## config.mk

```make
export PLATFORM = sky130hd
export DESIGN_NAME = swTlb
export DESIGN_NICKNAME = d
export VERILOG_FILES = /design/src/rtl/swTlbPkg.sv /design/src/rtl/swTlbCtrl.sv /design/src/rtl/swTlbDatapath.sv /design/src/rtl/swTlb.sv
export SDC_FILE = /design/constraint.sdc
export NUM_CORES = 1
export LEC_CHECK = 0
export BUFFER_PORTS_ARGS = -buffer_cell sky130_fd_sc_hd__buf_2
export CAP_MARGIN = 25
export CORE_AREA = 4 4 350 318
export CTS_CLUSTER_DIAMETER = 200
export DETAILED_ROUTE_END_ITERATION = 10
export DIE_AREA = 0 0 354 322
export PLACE_DENSITY = 0.62
export SYNTH_ARGS = -nofsm -noshare
export SYNTH_HDL_FRONTEND = slang
export SYNTH_SLANG_ARGS = --single-unit
```

## constraint.sdc

```tcl
create_clock -name clk -period 4.6 [get_ports clk]
set_input_delay 0.23 -clock clk [delete_from_list [all_inputs] [get_ports clk]]
set_output_delay 0.23 -clock clk [all_outputs]
set_load 0.03 [all_outputs]
```

## src/rtl/swTlbPkg.sv

```systemverilog
package swTlbPkg;
  typedef enum logic [1:0] {
    ACC_READ  = 2'd0,
    ACC_WRITE = 2'd1,
    ACC_EXEC  = 2'd2,
    ACC_RSVD  = 2'd3
  } accKind_e;

  typedef struct packed {
    logic lookupGo;
    logic entryWe;
    logic clrAll;
    logic clrLocal;
    logic asidLoad;
  } tlbStrobe_t;

  localparam int RIGHT_R = 0;
  localparam int RIGHT_W = 1;
  localparam int RIGHT_X = 2;
endpackage

```

## src/rtl/swTlbCtrl.sv

```systemverilog
module swTlbCtrl
  import swTlbPkg::*;
(
  input  logic       lkValid,
  input  logic       wrEn,
  input  logic       invAll,
  input  logic       invNonGlobal,
  input  logic       asidWe,
  output tlbStrobe_t strobes
);
  always_comb begin
    strobes.lookupGo = lkValid;
    strobes.entryWe  = wrEn;
    strobes.clrAll   = invAll;
    // a full flush already covers the local flush
    strobes.clrLocal = invNonGlobal && !invAll;
    strobes.asidLoad = asidWe;
  end
endmodule

```

## src/rtl/swTlbDatapath.sv

```systemverilog
module swTlbDatapath
  import swTlbPkg::*;
#(
  parameter int NUM_ENTRIES = 16,
  parameter int VPN_W       = 20,
  parameter int PPN_W       = 20,
  parameter int ASID_W      = 8,
  localparam int IDX_W      = $clog2(NUM_ENTRIES)
) (
  input  logic              clk,
  input  logic              rstN,
  input  tlbStrobe_t        st,
  input  logic [VPN_W-1:0]  lkVpn,
  input  logic [1:0]        lkAccess,
  input  logic              bypass,
  input  logic [ASID_W-1:0] asidIn,
  input  logic [IDX_W-1:0]  wrIdx,
  input  logic [VPN_W-1:0]  wrVpn,
  input  logic [PPN_W-1:0]  wrPpn,
  input  logic [ASID_W-1:0] wrAsid,
  input  logic              wrValid,
  input  logic              wrGlobal,
  input  logic [2:0]        wrRights,
  output logic              rspValid,
  output logic              rspHit,
  output logic              rspMiss,
  output logic              rspFault,
  output logic              rspMulti,
  output logic [PPN_W-1:0]  rspPpn,
  output logic [IDX_W-1:0]  rspIdx
);
  logic [NUM_ENTRIES-1:0] validQ;
  logic [NUM_ENTRIES-1:0] globalQ;
  logic [VPN_W-1:0]       vpnQ    [NUM_ENTRIES];
  logic [PPN_W-1:0]       ppnQ    [NUM_ENTRIES];
  logic [ASID_W-1:0]      asidQ   [NUM_ENTRIES];
  logic [2:0]             rightsQ [NUM_ENTRIES];
  logic [ASID_W-1:0]      curAsid;

  // current address-space tag
  always_ff @(posedge clk) begin
    if (!rstN)            curAsid <= '0;
    else if (st.asidLoad) curAsid <= asidIn;
  end

  // valid and global flags: the flush is applied first, the indexed write overrides it
  always_ff @(posedge clk) begin
    if (!rstN) begin
      validQ  <= '0;
      globalQ <= '0;
    end else begin
      if (st.clrAll)        validQ <= '0;
      else if (st.clrLocal) validQ <= validQ & globalQ;
      if (st.entryWe) begin
        validQ[wrIdx]  <= wrValid;
        globalQ[wrIdx] <= wrGlobal;
      end
    end
  end

  always_ff @(posedge clk) begin
    if (st.entryWe) begin
      vpnQ[wrIdx]    <= wrVpn;
      ppnQ[wrIdx]    <= wrPpn;
      asidQ[wrIdx]   <= wrAsid;
      rightsQ[wrIdx] <= wrRights;
    end
  end

  // per-entry match
  logic [NUM_ENTRIES-1:0] matchVec;
  for (genvar gi = 0; gi < NUM_ENTRIES; gi++) begin : g_match
    always_comb
      matchVec[gi] = validQ[gi] && (vpnQ[gi] == lkVpn)
                     && (globalQ[gi] || ~|(asidQ[gi] ^ curAsid));
  end

  // lowest-index priority select
  logic [IDX_W-1:0] selIdx;
  logic             anyHit;
  logic             manyHit;
  always_comb begin
    selIdx  = '0;
    anyHit  = 1'b0;
    manyHit = 1'b0;
    for (int i = 0; i < NUM_ENTRIES; i++) begin
      if (matchVec[i]) begin
        if (anyHit) manyHit = 1'b1;
        else        selIdx  = IDX_W'(i);
        anyHit = 1'b1;
      end
    end
  end

  logic       permitted;
  logic [2:0] selRights;
  always_comb begin
    selRights = rightsQ[selIdx];
    unique case (accKind_e'(lkAccess))
      ACC_READ:  permitted = selRights[RIGHT_R];
      ACC_WRITE: permitted = selRights[RIGHT_W];
      ACC_EXEC:  permitted = selRights[RIGHT_X];
      default:   permitted = 1'b0;
    endcase
  end

  // registered response
  always_ff @(posedge clk) begin
    if (!rstN) begin
      rspValid <= 1'b0;
      rspHit   <= 1'b0;
      rspMiss  <= 1'b0;
      rspFault <= 1'b0;
      rspMulti <= 1'b0;
      rspPpn   <= '0;
      rspIdx   <= '0;
    end else begin
      rspValid <= st.lookupGo;
      if (!st.lookupGo) begin
        rspHit   <= 1'b0;
        rspMiss  <= 1'b0;
        rspFault <= 1'b0;
        rspMulti <= 1'b0;
        rspPpn   <= '0;
        rspIdx   <= '0;
      end else if (bypass) begin
        rspHit   <= 1'b1;
        rspMiss  <= 1'b0;
        rspFault <= 1'b0;
        rspMulti <= 1'b0;
        rspPpn   <= PPN_W'(lkVpn);
        rspIdx   <= '0;
      end else begin
        rspHit   <= anyHit;
        rspMiss  <= !anyHit;
        rspFault <= anyHit && !permitted;
        rspMulti <= manyHit;
        rspPpn   <= anyHit ? ppnQ[selIdx] : '0;
        rspIdx   <= anyHit ? selIdx : '0;
      end
    end
  end

  // assertions
  p_valid_follows_r2: assert property (@(posedge clk) disable iff (!rstN)
    st.lookupGo |=> rspValid);
  p_idle_quiet_r2: assert property (@(posedge clk) disable iff (!rstN)
    !st.lookupGo |=> !rspValid && !rspHit && !rspMiss);
  p_tag_load_r5: assert property (@(posedge clk) disable iff (!rstN)
    st.asidLoad |=> curAsid == $past(asidIn));
  p_miss_clean_r6: assert property (@(posedge clk) disable iff (!rstN)
    rspMiss |-> !rspHit && !rspFault && !rspMulti && rspPpn == '0);
  p_fault_needs_hit_r7: assert property (@(posedge clk) disable iff (!rstN)
    rspFault |-> rspHit);
  p_multi_needs_hit_r8: assert property (@(posedge clk) disable iff (!rstN)
    rspMulti |-> rspHit && !rspMiss);
  p_bypass_pass_r9: assert property (@(posedge clk) disable iff (!rstN)
    (st.lookupGo && bypass) |=> rspHit && !rspMiss && !rspFault
                                && rspPpn == PPN_W'($past(lkVpn)));
  p_flush_all_r11: assert property (@(posedge clk) disable iff (!rstN)
    (st.clrAll && !st.entryWe) |=> validQ == '0);
  p_flush_local_r12: assert property (@(posedge clk) disable iff (!rstN)
    (st.clrLocal && !st.entryWe) |=> (validQ & ~globalQ) == '0);
endmodule

```

## src/rtl/swTlb.sv

```systemverilog
module swTlb
  import swTlbPkg::*;
#(
  parameter int NUM_ENTRIES = 16,
  parameter int VPN_W       = 20,
  parameter int PPN_W       = 20,
  parameter int ASID_W      = 8,
  localparam int IDX_W      = $clog2(NUM_ENTRIES)
) (
  input  logic              clk,
  input  logic              rstN,
  input  logic              lkValid,
  input  logic [VPN_W-1:0]  lkVpn,
  input  logic [1:0]        lkAccess,
  input  logic              bypass,
  input  logic              asidWe,
  input  logic [ASID_W-1:0] asidIn,
  input  logic              wrEn,
  input  logic [IDX_W-1:0]  wrIdx,
  input  logic [VPN_W-1:0]  wrVpn,
  input  logic [PPN_W-1:0]  wrPpn,
  input  logic [ASID_W-1:0] wrAsid,
  input  logic              wrValid,
  input  logic              wrGlobal,
  input  logic [2:0]        wrRights,
  input  logic              invAll,
  input  logic              invNonGlobal,
  output logic              rspValid,
  output logic              rspHit,
  output logic              rspMiss,
  output logic              rspFault,
  output logic              rspMulti,
  output logic [PPN_W-1:0]  rspPpn,
  output logic [IDX_W-1:0]  rspIdx
);
  tlbStrobe_t strobes;

  swTlbCtrl u_ctrl (
    .lkValid      (lkValid),
    .wrEn         (wrEn),
    .invAll       (invAll),
    .invNonGlobal (invNonGlobal),
    .asidWe       (asidWe),
    .strobes      (strobes)
  );

  swTlbDatapath #(
    .NUM_ENTRIES (NUM_ENTRIES),
    .VPN_W       (VPN_W),
    .PPN_W       (PPN_W),
    .ASID_W      (ASID_W)
  ) u_dp (
    .clk      (clk),
    .rstN     (rstN),
    .st       (strobes),
    .lkVpn    (lkVpn),
    .lkAccess (lkAccess),
    .bypass   (bypass),
    .asidIn   (asidIn),
    .wrIdx    (wrIdx),
    .wrVpn    (wrVpn),
    .wrPpn    (wrPpn),
    .wrAsid   (wrAsid),
    .wrValid  (wrValid),
    .wrGlobal (wrGlobal),
    .wrRights (wrRights),
    .rspValid (rspValid),
    .rspHit   (rspHit),
    .rspMiss  (rspMiss),
    .rspFault (rspFault),
    .rspMulti (rspMulti),
    .rspPpn   (rspPpn),
    .rspIdx   (rspIdx)
  );
endmodule

```

==> reports/results.env <==
OUTCOME='finished clean'
SYNTH_AREA_MM2=0.0375
SHARE_OF_FLIP_FLOPS_WITH_AN_ASYNCHRONOUS_SET_OR_RESET_AFTER_SYNTHESIS_PCT=0
IO-PIN-COUNT=124
HOLD_DEPTH=1
PERIOD_MINUS_SLACK_NS=4.32
CTS_MAX_PATH_BUFFERS=3
POST_DETAILED_ROUTE_WIRELENGTH_PER_CELL_UM=24.4
SYN-NUM-NETS=2529
CLOCK_LATENCY_NS=0.68
VDD_IR_DROP_MAX_V=0.000264
CELL_INTERNAL_PWR_uW=13300
SYNTH_ENABLE_FLOP_CELLS=816
POWER_DENSITY_mW_PER_MM2=391
NETSWITCHINGFRACTION_PCT=22.4
DRIVE_GT1_SHARE_PCT=16.4
RSZ_0062_RAISED_AFTER_GLOBAL_ROUTING='no'
SHARE_SEQ_OF_TOTAL_POWER_PCT=52.4
HOLD_VIOL_FINAL=0
SYNTH_CELL_TYPE_COUNT=62
VIAS_PER_CELL=5.16
GRT_START_MAX_NET_PINS=55
TIMING.RR.START='u_dp.curAsid[7]$_SDFFE_PN0P_'
TRITONCTS='built'
STARTPOINT_TYPE='flip-flop'
WORST_CLOCK_SKEW_NS=0.0433
SYNTH.MOST_COMMON_CELL='sky130_fd_sc_hd__edfxtp_1'
GR-USAGE-ALL-LAYERS_PCT=17.6
PLACEMENT.IO_BUFFERS=123
SYNTHTOPCELLSBYAREA='sky130_fd_sc_hd__edfxtp_1, sky130_fd_sc_hd__xor2_1, sky130_fd_sc_hd__mux2i_1'
CHIPHEIGHT_UM=322
TIMING.HOLD.WORST.CLASS='in2reg'
WORST_REG2REG_PATH_DEPTH=14
POSTCTSSETUPREPAIRBUFS=0
DETAIL_ROUTE.FIRST_PASS.ITERATIONS=5
POWER.SHARE.COMBINATIONAL_PCT=5.5
DETAIL_ROUTE.WIRELENGTH_UM=103000
DR.FIRST_ITER.DRC_COUNT=2083
SLEW_HEADROOM_PCT=30.8
INITIAL_UTILIZATION_PCT=35.0
FINAL_UTIL_PCT=41.0
REGISTER_BIT_COUNT_REPORTED_BY_YOSYS=885
YOSYSWARNINGCOUNT=0
CLKSINKCOUNT=885
HTREE_LEVELS=3
TIMING.FINAL.WS_SETUP_NS=0.285
MAX_FREQ_MHz=232
DIE_WIDTH_UM=354
PRE_CTS_WS_NS=0.128
VIA_COUNT_OF_THE_FIRST_GLOBAL_ROUTING_PASS=21200
POST_SYNTH_MOST_FREQUENT_CELLS='sky130_fd_sc_hd__edfxtp_1, sky130_fd_sc_hd__xor2_1, sky130_fd_sc_hd__mux2i_1'
FINAL_MIN_PERIOD_OVER_CLOCK_PERIOD_PCT=93.8
WORST_SETUP_PATH_END_KIND='flip-flop'
CRITICAL_PATH.MAX_FANOUT=13
HOLD_PATH_STARTPOINT='wrAsid[6]'
NUM-NETS-FINAL=2787
POST_SYNTH.CELL_AREA_AVG_UM2=15.4
HPWLAFTERDP_UM=64800
FIN_SETUP_TNS_NS=0
FINAL_SETUP_VIOLATING_ENDPOINTS=0
SYNTH_TOP_CELL_AREA_SHARE_PCT=65.4
R2R_SETUP_SLACK_NS=0.28
SETUP.WORST_PATH.START='u_dp.curAsid[7]$_SDFFE_PN0P_'
VIAS=21800
REG2REG_TO='u_dp.rspFault$_SDFF_PP0_'
NETSWITCHINGPOWER_uW=3840
POWER.LEAKAGE_uW=0.0150
PATH_CLK_SLEW_NS=0.06
ROOT_BUFFER='sky130_fd_sc_hd__clkbuf_16'
WORST-SETUP-PATH-TYPE='reg2reg'
CTS_INSERTED_BUFFERS=92
GLOBAL_ROUTE_WIRE_LENGTH_BEFORE_REPAIR_UM=148000
FLOORPLAN.ROWS=114
AREA_OF_THE_DIE_MM2=0.114
LARGEST_AREA_CONTRIBUTOR_IN_THE_NETLIST='sky130_fd_sc_hd__edfxtp_1'
GRT_OVERFLOW=0
WORST_PIN_SLEW_NS=1.04
TIMING.CRITICAL_PATH.ARRIVAL_NS=4.91
FINAL_ANTENNA_NET_COUNT=0
MAXCAPVIOLCOUNT=0
YOSYSSEQAREASHARE_PCT=69.1
POST-ROUTE-DRC-COUNT=0
SYNTH-MAIN-FF-CELL='sky130_fd_sc_hd__edfxtp_1'
LAYOUT.FILLER_CELLS=9710
CORE_AREA_MM2=0.107
CRIT_REQUIRED_NS=5.20
NUMBER_OF_SLEW_LIMIT_VIOLATIONS_IN_THE_FINAL_REPORT=0
ANTENNA_FOUND_INITIAL=7
AREA_DELTA_SYNTH_FINAL_PCT=17.2
P_CLK_SHARE_PCT=42.0
POSTSYNTHCELLCOUNT=2434
GLOBALPLACE.CONGESTION=0.853
HOLD_PATH_END='u_dp.asidQ[3][6]$_DFFE_PP_'
power groups by stage:
stage | sequential [uW] | combinational, uW | clock [uW]
2_1_floorplan | 9180 | 471 | 0
3_3_place_gp | 9170 | 909 | 0
3_5_place_dp | 9170 | 915 | 0
4_1_cts | 9000 | 950 | 7360
5_1_grt | 9010 | 1020 | 7680
6_report | 9000 | 951 | 7220
cells by family after synthesis:
family	after synthesis	synth area share, %
compound gates	194	3.26
xor+xnor	448	10.5
fa+ha+maj	2	0.0534
buf+inv	121	1.91
flops	885	69.1
mux	259	7.12
simple gates	525	8.09
cell usage in the layout (no fill, tap or decap), drive strengths merged, types with 47 or more instances in the layout:
cell | netlist | routed
buf | 89 | 239
clkbuf | 27 | 114
dfxtp | 69 | 69
edfxtp | 816 | 816
mux2i | 212 | 212
nand2 | 119 | 119
nand4 | 47 | 47
nor2b | 53 | 53
nor4 | 135 | 135
o21ai | 76 | 76
xnor2 | 80 | 80
xor2 | 368 | 368
worst max path at each step:
stage | to | cells past startpoint | slack [ns]
global route | u_dp.rspFault$_SDFF_PP0_ | 14 | 0.02
detailed placement | u_dp.rspFault$_SDFF_PP0_ | 13 | 0.13
global placement | u_dp.rspFault$_SDFF_PP0_ | 14 | 0.20
CTS | u_dp.rspFault$_SDFF_PP0_ | 13 | 0.12
finish | u_dp.rspFault$_SDFF_PP0_ | 14 | 0.28
floorplan | u_dp.rspFault$_SDFF_PP0_ | 15 | 0.92
critical path, cell delays in order, from the launching register on:
cell and delay (ns):
sky130_fd_sc_hd__dfxtp_1 0.40, sky130_fd_sc_hd__buf_4 0.30, sky130_fd_sc_hd__xor2_1 0.18, sky130_fd_sc_hd__nor4_1 0.08, sky130_fd_sc_hd__a21oi_2 0.30, sky130_fd_sc_hd__or4_1 0.33
sky130_fd_sc_hd__nand4b_1 0.23, sky130_fd_sc_hd__or3_4 0.46, sky130_fd_sc_hd__or4b_2 0.69, sky130_fd_sc_hd__o2111ai_2 0.14, sky130_fd_sc_hd__mux4_2 0.54, sky130_fd_sc_hd__a31oi_1 0.17
sky130_fd_sc_hd__o21ai_0 0.10, sky130_fd_sc_hd__nor3_1 0.20, sky130_fd_sc_hd__o31a_1 0.14
final cells by class:
type                            count  area, um2  area share (%)
Clock buffer                      114       2440            5.57
Inverter                            5       18.8          0.0427
Antenna cell                        1       2.50         0.00570
Clock inverter                     57        479            1.09
Tap cell                         1450       1810            4.13
Sequential cell                   885      25900            59.0
Multi-Input combinational cell   1428      11000            25.1
Timing Repair Buffer              280       2230            5.08
repair_timing:
item / in CTS / in global routing
hold endpoints to repair: 471 / 0
setup endpoints to repair: 0 / 7
gates resized for setup: 0 / 1
hold buffers: 41 / 0
through the flow:
stage	hold WS [ns]	std cells	power, uW	cell area [um2]
floorplan	0.329	2434	9650	37500
global placement	0.486	4002	10100	40500
detailed placement	0.492	4005	10100	40500
CTS	0.00730	4217	17300	43800
global route	0.0231	4219	17700	43900
finish	0.0373	4220	17200	43900
state kept, by name (all words and copies together) (netlist names), 4 cells and up:
register,count
u_dp.globalQ,16
u_dp.validQ,16
u_dp.rightsQ,48
u_dp.vpnQ,320
u_dp.rspIdx,4
u_dp.rspPpn,20
u_dp.ppnQ,320
u_dp.asidQ,128
u_dp.curAsid,8
layer usage:
metal | up-vias | wire [um] | GRT usage (%)
met1 | 11000 | 45000 | 24.7
met5 | - | 7 | 0
met4 | 2 | 2510 | 4.93
li1 | 9769 | - | -
met3 | 145 | 7150 | 2.68
met2 | 823 | 48200 | 28.5
Note: power is estimated with default switching activity, not from simulation.
